<file path="src/rtl/fbc_pkg.sv">
package fbc_pkg;

    typedef enum logic [2:0] {
        PH_IDLE   = 3'd0,
        PH_ADDR   = 3'd1,
        PH_LATCH  = 3'd2,
        PH_STROBE = 3'd3,
        PH_SAMPLE = 3'd4,
        PH_DONE   = 3'd5
    } phase_e;

    typedef struct packed {
        logic ale;
        logic ad_oe;
        logic psen_n;
        logic ready;
    } bus_drive_t;

    function automatic bus_drive_t drive_of(phase_e p);
        bus_drive_t d;
        d.ale    = (p == PH_ADDR);
        d.ad_oe  = (p == PH_ADDR) || (p == PH_LATCH);
        d.psen_n = !((p == PH_STROBE) || (p == PH_SAMPLE));
        d.ready  = (p == PH_DONE);
        return d;
    endfunction

endpackage

</file>
<file path="src/rtl/fbc_route.sv">
module fbc_route #(
    parameter int ADDR_W        = 16,
    parameter int ROM_BASE_LOG2 = 12
) (
    input  logic              ext_strap,
    input  logic [1:0]        rom_sel,
    input  logic [ADDR_W-1:0] addr,
    output logic              is_internal
);
    localparam int LIM_W = ADDR_W + 1;

    logic [LIM_W-1:0] limit;

    always_comb begin
        if (rom_sel == 2'd3)
            limit = '0;
        else
            limit = {{(LIM_W-1){1'b0}}, 1'b1} << (ROM_BASE_LOG2 + int'(rom_sel));
        is_internal = ext_strap && ({1'b0, addr} < limit);
    end
endmodule

</file>
<file path="src/rtl/fbc_seq.sv">
module fbc_seq
    import fbc_pkg::*;
(
    input  logic   clk,
    input  logic   rst,
    input  logic   req,
    input  logic   internal,
    output phase_e phase,
    output logic   accept
);
    phase_e nxt;

    assign accept = (phase == PH_IDLE) && req;

    always_comb begin
        nxt = phase;
        unique case (phase)
            PH_IDLE:   if (req) nxt = internal ? PH_DONE : PH_ADDR;
            PH_ADDR:   nxt = PH_LATCH;
            PH_LATCH:  nxt = PH_STROBE;
            PH_STROBE: nxt = PH_SAMPLE;
            PH_SAMPLE: nxt = PH_DONE;
            PH_DONE:   nxt = PH_IDLE;
            default:   nxt = PH_IDLE;
        endcase
    end

    always_ff @(posedge clk) begin
        if (rst) phase <= PH_IDLE;
        else     phase <= nxt;
    end

    // an accepted request always leaves idle
    assert_accept_leaves_idle_R9: assert property (@(posedge clk) disable iff (rst)
        accept |=> phase != PH_IDLE);
endmodule

</file>
<file path="src/rtl/fbc_capture.sv">
module fbc_capture
    import fbc_pkg::*;
#(
    parameter int ADDR_W = 16,
    parameter int DATA_W = 8
) (
    input  logic              clk,
    input  logic              rst,
    input  logic              accept,
    input  logic              internal,
    input  phase_e            phase,
    input  logic [ADDR_W-1:0] addr_in,
    input  logic [DATA_W-1:0] irom_rdata,
    input  logic [DATA_W-1:0] ad_in,
    output logic [DATA_W-1:0] lo_q,
    output logic [ADDR_W-DATA_W-1:0] hi_q,
    output logic [DATA_W-1:0] data_q
);
    localparam int HI_W = ADDR_W - DATA_W;

    always_ff @(posedge clk) begin
        if (rst) begin
            lo_q   <= '0;
            hi_q   <= '0;
            data_q <= '0;
        end else begin
            if (accept) begin
                lo_q <= addr_in[DATA_W-1:0];
                if (internal) data_q <= irom_rdata;
                else          hi_q   <= addr_in[ADDR_W-1 -: HI_W];
            end
            if (phase == PH_SAMPLE) data_q <= ad_in;
        end
    end
endmodule

</file>
<file path="src/rtl/ext_fetch_ctrl.sv">
module ext_fetch_ctrl
    import fbc_pkg::*;
#(
    parameter int ADDR_W        = 16,
    parameter int DATA_W        = 8,
    parameter int ROM_BASE_LOG2 = 12
) (
    input  logic                     clk,
    input  logic                     rst,
    input  logic                     fetch_valid,
    input  logic [ADDR_W-1:0]        fetch_addr,
    output logic                     fetch_ready,
    output logic [DATA_W-1:0]        fetch_data,
    input  logic                     ext_strap,
    input  logic [1:0]               rom_sel,
    output logic [ADDR_W-1:0]        irom_addr,
    input  logic [DATA_W-1:0]        irom_rdata,
    output logic [DATA_W-1:0]        ad_out,
    input  logic [DATA_W-1:0]        ad_in,
    output logic                     ad_oe,
    output logic [ADDR_W-DATA_W-1:0] addr_hi,
    output logic                     ale,
    output logic                     psen_n
);
    logic       is_internal;
    logic       accept;
    phase_e     phase;
    bus_drive_t drv;

    fbc_route #(.ADDR_W(ADDR_W), .ROM_BASE_LOG2(ROM_BASE_LOG2)) u_route (
        .ext_strap  (ext_strap),
        .rom_sel    (rom_sel),
        .addr       (fetch_addr),
        .is_internal(is_internal)
    );

    fbc_seq u_seq (
        .clk     (clk),
        .rst     (rst),
        .req     (fetch_valid),
        .internal(is_internal),
        .phase   (phase),
        .accept  (accept)
    );

    fbc_capture #(.ADDR_W(ADDR_W), .DATA_W(DATA_W)) u_cap (
        .clk       (clk),
        .rst       (rst),
        .accept    (accept),
        .internal  (is_internal),
        .phase     (phase),
        .addr_in   (fetch_addr),
        .irom_rdata(irom_rdata),
        .ad_in     (ad_in),
        .lo_q      (ad_out),
        .hi_q      (addr_hi),
        .data_q    (fetch_data)
    );

    assign irom_addr   = fetch_addr;
    assign drv         = drive_of(phase);
    assign ale         = drv.ale;
    assign ad_oe       = drv.ad_oe;
    assign psen_n      = drv.psen_n;
    assign fetch_ready = drv.ready;

    // an internal fetch finishes next cycle with no code-read strobe
    assert_int_fetch_quiet_R3: assert property (@(posedge clk) disable iff (rst)
        (accept && is_internal) |=> (fetch_ready && psen_n && !ale));

    // the latch strobe falls while the low byte is still driven
    assert_ale_falls_R6: assert property (@(posedge clk) disable iff (rst)
        ale |=> (!ale && ad_oe && $stable(ad_out)));

    // high byte holds across the address phases
    assert_hi_stable_R5: assert property (@(posedge clk) disable iff (rst)
        ale |=> $stable(addr_hi));

    // the shared port never drives while the code-read strobe is low
    assert_port_float_R7: assert property (@(posedge clk) disable iff (rst)
        !psen_n |-> !ad_oe);

    // ready is a single-cycle pulse
    assert_ready_pulse_R9: assert property (@(posedge clk) disable iff (rst)
        fetch_ready |=> !fetch_ready);
endmodule

</file>
<file path="config.mk">
export PLATFORM = sky130hd
export DESIGN_NAME = ext_fetch_ctrl
export DESIGN_NICKNAME = d
export VERILOG_FILES = /design/src/rtl/fbc_pkg.sv /design/src/rtl/fbc_route.sv /design/src/rtl/fbc_seq.sv /design/src/rtl/fbc_capture.sv /design/src/rtl/ext_fetch_ctrl.sv
export SDC_FILE = /design/constraint.sdc
export NUM_CORES = 1
export LEC_CHECK = 0
export CAP_MARGIN = 25
export CORE_ASPECT_RATIO = 1.2
export CORE_MARGIN = 5
export CORE_UTILIZATION = 42
export CTS_BUF_LIST = sky130_fd_sc_hd__clkbuf_4
export DETAILED_ROUTE_END_ITERATION = 10
export PLACE_DENSITY = 0.88
export SYNTH_ARGS = -nofsm -noshare
export SYNTH_HDL_FRONTEND = slang
export SYNTH_SLANG_ARGS = --single-unit
export TNS_END_PERCENT = 30
</file>
<file path="constraint.sdc">
create_clock -name clk -period 3.3 [get_ports clk]
set_input_delay 0.66 -clock clk [delete_from_list [all_inputs] [get_ports clk]]
set_output_delay 0.66 -clock clk [all_outputs]
set_load 0.005 [all_outputs]
</file>
# == After elaboration in Yosys (flattened, before gate mapping) ==
# Index checks and enable logic that the tools add are counted.
# word_totals
input_bits,38
output_inout_bits,44
elab_cells,32
reg_bits,27
# op_classes
reduce_logical,10
bitwise_logic,1
shifts,1
n_lt_le_gt_ge,1
add_sub_neg,1
muxes,7
n_eq_ne,7
# op_table
operator,n
1-bit by 32-bit left shift with 17-bit output (first input constant),1
8-bit two-way mux,3
16-bit by 17-bit < comparator with 1-bit output,1
17-bit two-way mux,1
3-bit one-hot mux with 5 select lines,1
3-bit by 2-bit equality test with 1-bit output (second input constant),2
3-bit equality test (second input constant),2
3-bit two-way mux,2
4-bit by 2-bit adder with 5-bit output (first input constant),1
2-bit AND reduction,2
2-bit nonzero test,2
3-bit by 1-bit equality test with 1-bit output (second input constant),1
3-bit zero test,1
2-bit equality test (second input constant),1
1-bit logical AND,2
1-bit logical OR,2
2-bit inequality test (second input constant),1
1-bit zero test,1
1-bit NOT,1

# == Depth between registers and ports, before layout ==
# Gate-level depths: netlist of the first run.
# depth
depth_word,8
ltp_mapped,7

# == By module ==
# A second synthesis of the first run with hierarchy kept.
# hier_totals
cells_unflattened,144
hier_area_um2,1325.0
# by_module_without_submodules
module,cells_each,area_per_inst_um2,instances,seq_area_each_um2
fbc_capture,99,950.9,1,480.5
ext_fetch_ctrl,23,167.7,1,0.0
fbc_seq,12,121.4,1,60.1
fbc_route,10,85.1,1,0.0

# == Worst setup path after synthesis of the first run ==
# No wires, ideal clock.
# synth_timing
kind,input to register
startpoint,input port rom_sel[1]
endpoint,register u_cap.data_q[6]
slack_ns,0.960
setup_ns,0.067
path_stages,7
arrival_ns,2.273
required_ns,3.233
n_path_buf,1
cell_sequence,or2_2 > ha_1 > nor3_1 > o211ai_4 > buf_6 > a22o_1 > a21oi_2
# synth_via
elab_chain_len,7
elab_cells_between_ends,8
classes_between,1 x add/sub; 1 x order compare; 1 x eq/ne; 1 x shift; 1 x mux; 3 x reduce/logical
# synth_rtl
element,line,rtl
from (decl),ext_fetch_ctrl.sv:15,"input logic [1:0] rom_sel,"
4-bit by 2-bit adder with 5-bit output,fbc_route.sv:18,"limit = {{(LIM_W-1){1'b0}}, 1'b1} << (ROM_BASE_LOG2 + int'(rom_sel));"
1-bit by 32-bit left shift with 17-bit output,fbc_route.sv:18,
17-bit two-way mux *,fbc_route.sv:15,if (rom_sel == 2'd3)
16-bit by 17-bit < comparator with 1-bit output *,fbc_route.sv:19,"is_internal = ext_strap && ({1'b0, addr} < limit);"
1-bit logical AND *,fbc_route.sv:19,
2-bit nonzero test (no source line) *,-,
2-bit AND reduction (no source line) *,-,
to (signal assigned),fbc_capture.sv:29,if (internal) data_q <= irom_rdata;
to (signal assigned),fbc_capture.sv:32,if (phase == PH_SAMPLE) data_q <= ad_in;
to (decl),fbc_capture.sv:17,output logic [DATA_W-1:0] data_q
# Mark *: on every way between the ends. The rest lies on a longest branch, timed or not.
# A chain may end at the register's enable or synchronous reset.

# == Final worst setup path of the first run ==
# layout_timing
startpoint,register u_seq.phase[2]
endpoint,output port psen_n
# layout_via
elab_chain_len,3
elab_cells_between_ends,4
classes_between,2 x eq/ne; 2 x reduce/logical
# layout_rtl
element,line,rtl
from (decl),fbc_seq.sv:8,"output phase_e phase,"
from (signal assigned),fbc_seq.sv:30,else phase <= nxt;
3-bit by 2-bit equality test with 1-bit output or 3-bit equality test (tied branches),fbc_pkg.sv:23,d.psen_n = !((p == PH_STROBE) || (p == PH_SAMPLE));
1-bit logical OR *,fbc_pkg.sv:23,
1-bit zero test *,fbc_pkg.sv:23,
to (decl),ext_fetch_ctrl.sv:23,output logic psen_n
# Marks and branches as above.

==> impl_metrics.ini, run 1 <==
[status]
status = completed

[logic_synthesis]
synth_area_mm2 = 0.00140
ys_warn_count = 0
ys.flop_type = dfxtp_1
postSynthNetCount = 212
ys_async_sr_fraction = 0
synth.area.top_cells = dfxtp_1 39%, buf_4 9.1%, nand2_1 8.9%
synth_area_leader_cell = dfxtp_1
yosys-top-cells-count = 33 x nand2_1, 27 x dfxtp_1, 24 x a21oi_1, 17 x buf_4, 16 x nand3_1
synth-seq-cells = 27
synth_top_cell_area_share = 0.387
syn_avg_cell_area_um2 = 8.17
synth.most_common_cell = nand2_1
ys_types = 29
syn_inst = 171
synth_enable_flop_cells = 0
ys_seq_area_frac = 0.387

[cts]
clk_pin_slew_worst_paths_ns = 0.14
cts_sinks = 27
cts_max_level = 1
clock_latency_ns = 0.31
cts_hold_buffers = 0
cts_buffers = 3
cts_tree = done
clockBufferDepth = 2
cts.repair.resized = 0
post-cts-setup-buffer-count = 0
cts-root-buf = clkbuf_4

[finish]
stdcell_count = 267
antenna_cells = 0
final_core_utilization = 0.644
syn_to_final_growth_pct = 51.3
drive_above_1_share = 0.0565
final_net_count = 272

[hold_path]
hold_path.class = register to register
hp-start = u_cap.lo_q[5]
min_path_cells = 2
worst_hold_path.endpoint = u_cap.lo_q[5]

[global_route]
antenna_found_initial = 0
grt_pass1_vias = 1330
grtUsageTotal = 0.148
grt_max_degree = 25
overflow = 0
grt_pass1_wl_mm = 5.73

[timing]
maxSlewHeadroom = 0.598
tightest_slew_ns = 0.602
rsz0062_at_grt = no
skew_ns = 0.00545
tns_ns = 0
period_share = 0.810
setup_violations = 0
finalHoldViolCount = 0
slew_violations = 0
fmax_mhz = 374
min_period_ns = 2.67

[placed_design]
port_buffers = 81
place.gp.congestion = 0.736
dp_hpwl_mm = 2.77
placed_cells = 263

[power]
p_total_uw = 760
ir_drop_mv = 0.222
p_leak_uw = 0.000756
power-per-cell-area_mw_per_mm2 = 360

[setup_path]
r2r_start = u_seq.phase[2]
crit_arrival_ns = 2.01
path_buf_inv = 1
slowest_stage = dfxtp_1
path_max_fanout = 11
reg2reg_slack_ns = 1.53
r2r_end = u_cap.data_q[5]
critical_path.top_delay_family = flip-flops
worstPathRequired_ns = 2.64
cp-end-kind = output port
crit_type = register to output port
slowest_delay_ns = 0.57
path_cells = nor3b_2 -> a21oi_1 -> clkdlybuf4s50_1
r2r_cells = 3
critPathLaunchType = register

[floorplanning]
io_pins = 82
rows = 23
die_y_um = 73.2
die_w_um = 62.6
placeableCoreArea_mm2 = 0.00328
die_area_mm2 = 0.00458
start_util = 0.426

[drt]
wirelength_mm = 3.59
drc = 0
antenna_left = 0
post_drt_via_cell_ratio = 5.15
num_vias = 1374
drt-wirelength-per-cell_um = 13.4
dr.pass1.iters = 4
drt_first_iter_violations = 34

[job]
drv_cap = 0
worst max path at each step:
stage	cells after the start	to	from
2_1_floorplan	7	u_cap.data_q[6]	rom_sel[1]
3_3_place_gp	7	u_cap.data_q[6]	rom_sel[1]
3_5_place_dp	7	u_cap.data_q[4]	rom_sel[1]
4_1_cts	3	psen_n	u_seq.phase[2]
5_1_grt	3	psen_n	u_seq.phase[2]
6_report	3	psen_n	u_seq.phase[2]
registers in the layout, summed over array words and instances, names as in the netlist:
name	flops
u_cap.lo_q	8
u_seq.phase	3
u_cap.data_q	8
u_cap.hi_q	8
stage by stage:
step                      hold slack [ns]  worst slack [ns]  area [um2]
final                               0.464             0.627        2110
after global routing                0.494             0.442        2110
after CTS                           0.468             0.600        2110
after detailed placement            0.450             0.395        2080
after global placement              0.442             0.476        2080
after floorplan                     0.453             0.960        1400
cells in the final DEF (no fill, tap or decap):
master / netlist / final
nor2b_1: 1 / 1
buf_4: 17 / 2
and3b_1: 1 / 1
clkdlybuf4s50_1: 0 / 81
nor3_1: 3 / 3
ha_1: 3 / 3
nor3b_1: 2 / 2
xnor2_1: 1 / 1
or2_2: 1 / 1
nand3_1: 16 / 16
a2111oi_0: 1 / 1
nor2_1: 2 / 2
o21ai_0: 9 / 9
a21oi_1: 24 / 24
a21oi_2: 2 / 2
nand3b_1: 1 / 1
o211ai_4: 1 / 1
a22o_1: 8 / 8
nor3b_2: 1 / 1
clkbuf_4: 0 / 4
o21a_1: 1 / 1
nor4b_4: 1 / 1
dfxtp_1: 27 / 27
nand2_1: 33 / 33
nand2b_1: 2 / 2
o21ai_1: 1 / 1
or3b_2: 1 / 1
layout make-up:
| class | instances | area, um2 |
|---|---|---|
| Clock buffer | 4 | 30.0 |
| Fill cell | 314 | 1170 |
| Multi-Input combinational cell | 116 | 669 |
| Sequential cell | 27 | 541 |
| Tap cell | 37 | 46.3 |
| Timing Repair Buffer | 83 | 826 |
logic make-up (layout without fill, tap and decap cells):
kind of cell / after synthesis / count (layout) / share of synthesized area
flops: 27 / 27 / 0.387
xor+xnor: 1 / 1 / 0.00627
simple gates: 65 / 65 / 0.235
fa+ha+maj: 3 / 3 / 0.0269
compound gates: 47 / 47 / 0.211
buf+inv: 28 / 87 / 0.134
per-layer routing:
| layer | part of all wire | GRT usage |
|---|---|---|
| met4 | 0.0017 | 0.0377 |
| met1 | 0.39 | 0.162 |
| met2 | 0.52 | 0.278 |
| met3 | 0.081 | 0.0447 |
| met5 | 0 | 0 |
where the power goes:
group          switching [uW]  leakage [uW]  total (uW)  internal (uW)
Sequential               24.0      0.000221         377            353
Combinational            95.5      0.000517         239            144
Clock                    88.3     0.0000184         144           55.3
Total                     208      0.000756         760            552
worst register-to-register path, delay by kind of cell (launching register included):
kind               cells  cell delay [ns]
DFF                    1             0.57
AOI/OAI and AO/OA      2             0.42
and+or+nand+nor        1             0.71
No activity file was read; power rests on OpenSTA's default activity.
==> inputs of run 2 (changes only) <==
--- a/config.mk
+++ b/config.mk
@@ -8,10 +8,10 @@
 export CAP_MARGIN = 25
 export CORE_ASPECT_RATIO = 1.2
 export CORE_MARGIN = 5
-export CORE_UTILIZATION = 42
+export CORE_UTILIZATION = 35
 export CTS_BUF_LIST = sky130_fd_sc_hd__clkbuf_4
 export DETAILED_ROUTE_END_ITERATION = 10
-export PLACE_DENSITY = 0.88
+export PLACE_DENSITY = 0.78
 export SYNTH_ARGS = -nofsm -noshare
 export SYNTH_HDL_FRONTEND = slang
 export SYNTH_SLANG_ARGS = --single-unit
==> constraint.sdc (replaced) <==
create_clock -name clk -period 2.4 [get_ports clk]
set_input_delay 0.48 -clock clk [delete_from_list [all_inputs] [get_ports clk]]
set_output_delay 0.48 -clock clk [all_outputs]
set_load 0.005 [all_outputs]
==> impl_metrics.ini, run 2 (same netlist as run 1, synthesis figures left out) <==
[placed_design]
place.gp.congestion = 0.718
preCtsSetupSlack_ns = -0.115
port_buffers = 81
dp_hpwl_mm = 2.83

[global_route]
grt_pass1_wl_mm = 5.61
antenna_found_initial = 0
grtUsageTotal = 0.133
overflow = 0
grt_pass1_vias = 1215
grt_max_degree = 25

[setup_path]
slowest_delay_ns = 0.60
slowest_stage = dfxtp_1
worstPathRequired_ns = 1.92
crit_type = register to output port
reg2reg_slack_ns = 0.65
crit_arrival_ns = 1.75
r2r_end = u_cap.data_q[4]
critPathLaunchType = register
path_cells = nor3b_2 -> a21oi_1 -> clkdlybuf4s50_1
crit_path_end = psen_n
path_max_fanout = 10
critPathLaunch = u_seq.phase[1]
cp-end-kind = output port
r2r_start = u_seq.phase[2]
r2r_cells = 3

[job]
drv_cap = 0

[floorplanning]
start_util = 0.357
rows = 25
die_area_mm2 = 0.00536
die_w_um = 67.7
io_pins = 82
die_y_um = 79.2
placeableCoreArea_mm2 = 0.00391

[drt]
wirelength_mm = 3.64
num_vias = 1362
drc = 0
antenna_left = 0
dr.pass1.iters = 4
drt-wirelength-per-cell_um = 12.5
drt_first_iter_violations = 68
post_drt_via_cell_ratio = 4.70

[timing]
setup_violations = 0
tightest_slew_ns = 0.595
skew_ns = 0.00160
period_share = 0.927
tns_ns = 0
min_period_ns = 2.23
finalHoldViolCount = 0
maxSlewHeadroom = 0.602
worst_slack_ns = 0.174
rsz0062_at_grt = no
slew_violations = 0
fmax_mhz = 449

[cts]
clock_latency_ns = 0.32
post-cts-setup-buffer-count = 0
cts-root-buf = clkbuf_4
cts_max_level = 1
clockBufferDepth = 2
cts_sinks = 27
cts_tree = done
cts_buffers = 3
clk_pin_slew_worst_paths_ns = 0.15
cts_hold_buffers = 0
cts.repair.resized = 0

[status]
status = completed

[finish]
final_common_cell = clkdlybuf4s50_1
syn_to_final_growth_pct = 56.0
antenna_cells = 0
fillers = 371
multi_input_area_um2 = 669
top_regs = u_cap.data_q (8), u_cap.hi_q (8), u_cap.lo_q (8)
layout_common_cells = 81 x clkdlybuf4s50_1, 33 x nand2_1, 27 x dfxtp_1
final_core_utilization = 0.557
drive_above_1_share = 0.0805
final_net_count = 278
regArea_um2 = 541

[power]
power-per-cell-area_mw_per_mm2 = 485
p_leak_uw = 0.000781
ir_drop_mv = 0.237

[hold_path]
hold_path.class = register to register
## run 2: cell count changes in the layout (fill, tap and decap cells not counted), sizes merged
cell,previous run,this run
buf,2,8
clkbuf,4,3
clkinvlp,0,1
## run 2: metrics by stage
stage / area [um2] / instances / hold WS [ns] / power, uW
2_1_floorplan: 1400 / 171 / 0.453 / 685
3_3_place_gp: 2150 / 286 / 0.442 / 863
3_5_place_dp: 2150 / 286 / 0.446 / 871
4_1_cts: 2180 / 290 / 0.466 / 1070
5_1_grt: 2180 / 290 / 0.480 / 1130
6_report: 2180 / 290 / 0.464 / 1060
## run 2: how the worst min path moves through the flow
stage,from,to,slack (ns),depth (start not counted)
3_5_place_dp,u_cap.lo_q[5],u_cap.lo_q[5],0.45,2
2_1_floorplan,u_cap.lo_q[0],u_cap.lo_q[0],0.45,2
3_3_place_gp,u_cap.lo_q[5],u_cap.lo_q[5],0.44,2
4_1_cts,u_cap.lo_q[5],u_cap.lo_q[5],0.47,2
6_report,u_cap.lo_q[2],u_cap.lo_q[2],0.46,2
5_1_grt,u_cap.lo_q[2],u_cap.lo_q[2],0.48,2
## run 2: power breakdown
group          internal, uW  switching [uW]  leakage, uW
Clock                  63.5             136    0.0000139
Sequential              486            31.9     0.000221
Combinational           206             132     0.000547
## run 2: area by class of cell
| cell class | count | share of cell area |
|---|---|---|
| repair buffers | 89 | 0.400 |
| multi-input cells | 116 | 0.307 |
| flip-flops and latches | 27 | 0.248 |
| well taps | 54 | 0.0310 |
| clock buffers | 3 | 0.0103 |
| clock inverters | 1 | 0.00345 |
## run 2: routing by layer
| layer | GRT usage | part of all wire | vias up |
|---|---|---|---|
| met4 | 0.0426 | 0.0093 | 0 |
| li1 | - | - | 705 |
| met3 | 0.0226 | 0.072 | 2 |
| met2 | 0.237 | 0.51 | 49 |
| met5 | 0 | 0 | - |
| met1 | 0.158 | 0.40 | 606 |
## run 2: worst max-delay path: cells and delay by family, from the launching register on
kind	cells	cell delay, ns
buffers and inverters	1	0.54
AO/OA/AOI/OAI	1	0.19
AND/OR/NAND/NOR	1	0.09
flip-flops	1	0.60
==> inputs of run 3 (changes only) <==
--- a/config.mk
+++ b/config.mk
@@ -5,13 +5,16 @@
 export SDC_FILE = /design/constraint.sdc
 export NUM_CORES = 1
 export LEC_CHECK = 0
+export ABC_AREA = 0
 export CAP_MARGIN = 25
 export CORE_ASPECT_RATIO = 1.2
 export CORE_MARGIN = 5
 export CORE_UTILIZATION = 35
 export CTS_BUF_LIST = sky130_fd_sc_hd__clkbuf_4
 export DETAILED_ROUTE_END_ITERATION = 10
+export GPL_ROUTABILITY_DRIVEN = 0
 export PLACE_DENSITY = 0.78
+export SETUP_SLACK_MARGIN = 0.3
 export SYNTH_ARGS = -nofsm -noshare
 export SYNTH_HDL_FRONTEND = slang
 export SYNTH_SLANG_ARGS = --single-unit
==> impl_metrics.ini, run 3 (same netlist as run 1, synthesis figures left out) <==
[status]
status = completed

[timing]
skew_ns = 0.00632
finalHoldViolCount = 0
tns_ns = 0
setup_violations = 0
rsz0062_at_grt = yes
slew_violations = 0
fmax_mhz = 472
maxSlewHeadroom = 0.638
period_share = 0.883
tightest_slew_ns = 0.542
min_period_ns = 2.12

[hold_path]
hp-start = u_cap.lo_q[4]
hold_path.class = register to register
worst_hold_path.endpoint = u_cap.lo_q[4]
min_path_cells = 2

[finish]
syn_to_final_growth_pct = 67.0
antenna_cells = 0
final_net_count = 287
drive_above_1_share = 0.151
fin_area_mm2 = 0.00233
stdcell_count = 299
layout_common_cells = 80 x clkdlybuf4s50_1, 33 x nand2_1, 24 x dfxtp_1
final_common_cell = clkdlybuf4s50_1
top_regs = u_cap.data_q (8), u_cap.hi_q (8), u_cap.lo_q (8)

[setup_path]
crit_type = primary input to output port
r2r_start = u_seq.phase[2]
cp_common_cell = clkdlybuf4s50_1
path_max_fanout = 2
slowest_stage = clkdlybuf4s50_1
r2r_end = u_cap.data_q[5]
path_cells = clkdlybuf4s50_1 -> buf_4 -> clkdlybuf4s50_1
reg2reg_slack_ns = 0.79
worstPathRequired_ns = 1.92
cp-end-kind = output port
critPathLaunchType = primary input
crit_arrival_ns = 1.64
r2r_cells = 5
slowest_delay_ns = 0.53

[floorplanning]
placeableCoreArea_mm2 = 0.00391
io_pins = 82
die_w_um = 67.7
die_area_mm2 = 0.00536
die_y_um = 79.2
rows = 25
start_util = 0.357

[drt]
drc = 0
antenna_left = 0
route.layer.met1.wl_mm = 1.57
post_drt_via_cell_ratio = 4.75
routed.top_layer = met4
wl_met2_mm = 2.08
drt_first_iter_violations = 37
wl_met3_um = 275
drt-wirelength-per-cell_um = 13.3
num_vias = 1419
wirelength_mm = 3.98
dr.pass1.iters = 4

[global_route]
grt_pass1_vias = 1267
grt_pass1_wl_mm = 5.85
antenna_found_initial = 0
overflow = 0
grtUsageTotal = 0.140
grt_max_degree = 25

[cts]
clock_latency_ns = 0.32
cts_max_level = 1
cts_tree = done
clockBufferDepth = 2
cts_sinks = 27
clk_pin_slew_worst_paths_ns = 0.14
cts_buffers = 3
cts-root-buf = clkbuf_4

[power]
p_switching_uw = 313
p_leak_uw = 0.000850
intPower_uw = 791
p_clk_frac = 0.187
p_seq_frac = 0.468
ir_drop_mv = 0.215
power-per-cell-area_mw_per_mm2 = 473
p_sw_frac = 0.284
combPwrFrac = 0.345

[placed_design]
place_area_mm2 = 0.00218
dp_hpwl_mm = 2.86
placed_cells = 289
port_buffers = 81

[job]
drv_cap = 0
## run 3: power by group through the flow
stage,sequential (uW),combinational [uW],clock [uW]
CTS,519,354,212
global route,524,416,237
floorplan,514,173,0
detailed placement,527,349,0
global placement,526,343,0
finish,517,381,206
## run 3: stage by stage
step           power [uW]  hold WS [ns]  setup slack (ns)  utilization
6_report             1100         0.462             0.280        0.596
5_1_grt              1180         0.487             0.259        0.596
4_1_cts              1090         0.466             0.264        0.568
3_5_place_dp          876         0.448            -0.175        0.556
3_3_place_gp          869         0.441            -0.115        0.556
2_1_floorplan         687         0.453             0.363            -
## run 3: layer usage
metal / vias to the layer above / track usage
met1: 643 / 0.167
met4: 0 / 0.0588
met3: 2 / 0.0255
met5: - / 0
met2: 44 / 0.241
li1: 730 / -
## run 3: worst max-delay path by stage
stage                   start         endpoint  slack [ns]  cells after the start
3_5_place_dp       rom_sel[1]    u_cap.hi_q[5]       -0.17                      8
6_report       fetch_addr[13]    irom_addr[13]        0.28                      3
5_1_grt        fetch_addr[13]    irom_addr[13]        0.26                      3
2_1_floorplan      rom_sel[1]  u_cap.data_q[6]        0.36                      7
3_3_place_gp       rom_sel[1]    u_cap.hi_q[0]       -0.11                      8
4_1_cts            rom_sel[1]  u_cap.data_q[6]        0.26                      8
## run 3: what timing repair did
action                                  4_1_cts  5_1_grt
gates resized for setup                       6       14
gates cloned                                  0        1
hold buffers                                  0        0
endpoints found under the setup margin       20       21
setup buffers                                 0        5
pin swaps                                     1        5
## run 3: area by class of cell
type	instances	area [um2]
Multi-Input combinational cell	117	742
Tap cell	54	67.6
Fill cell	345	1580
Timing Repair Buffer	97	941
Clock buffer	4	30.0
Sequential cell	27	552
## run 3: critical path, delay by kind of cell
kind                   cells  cell delay (ns)
buffers and inverters      3             1.16
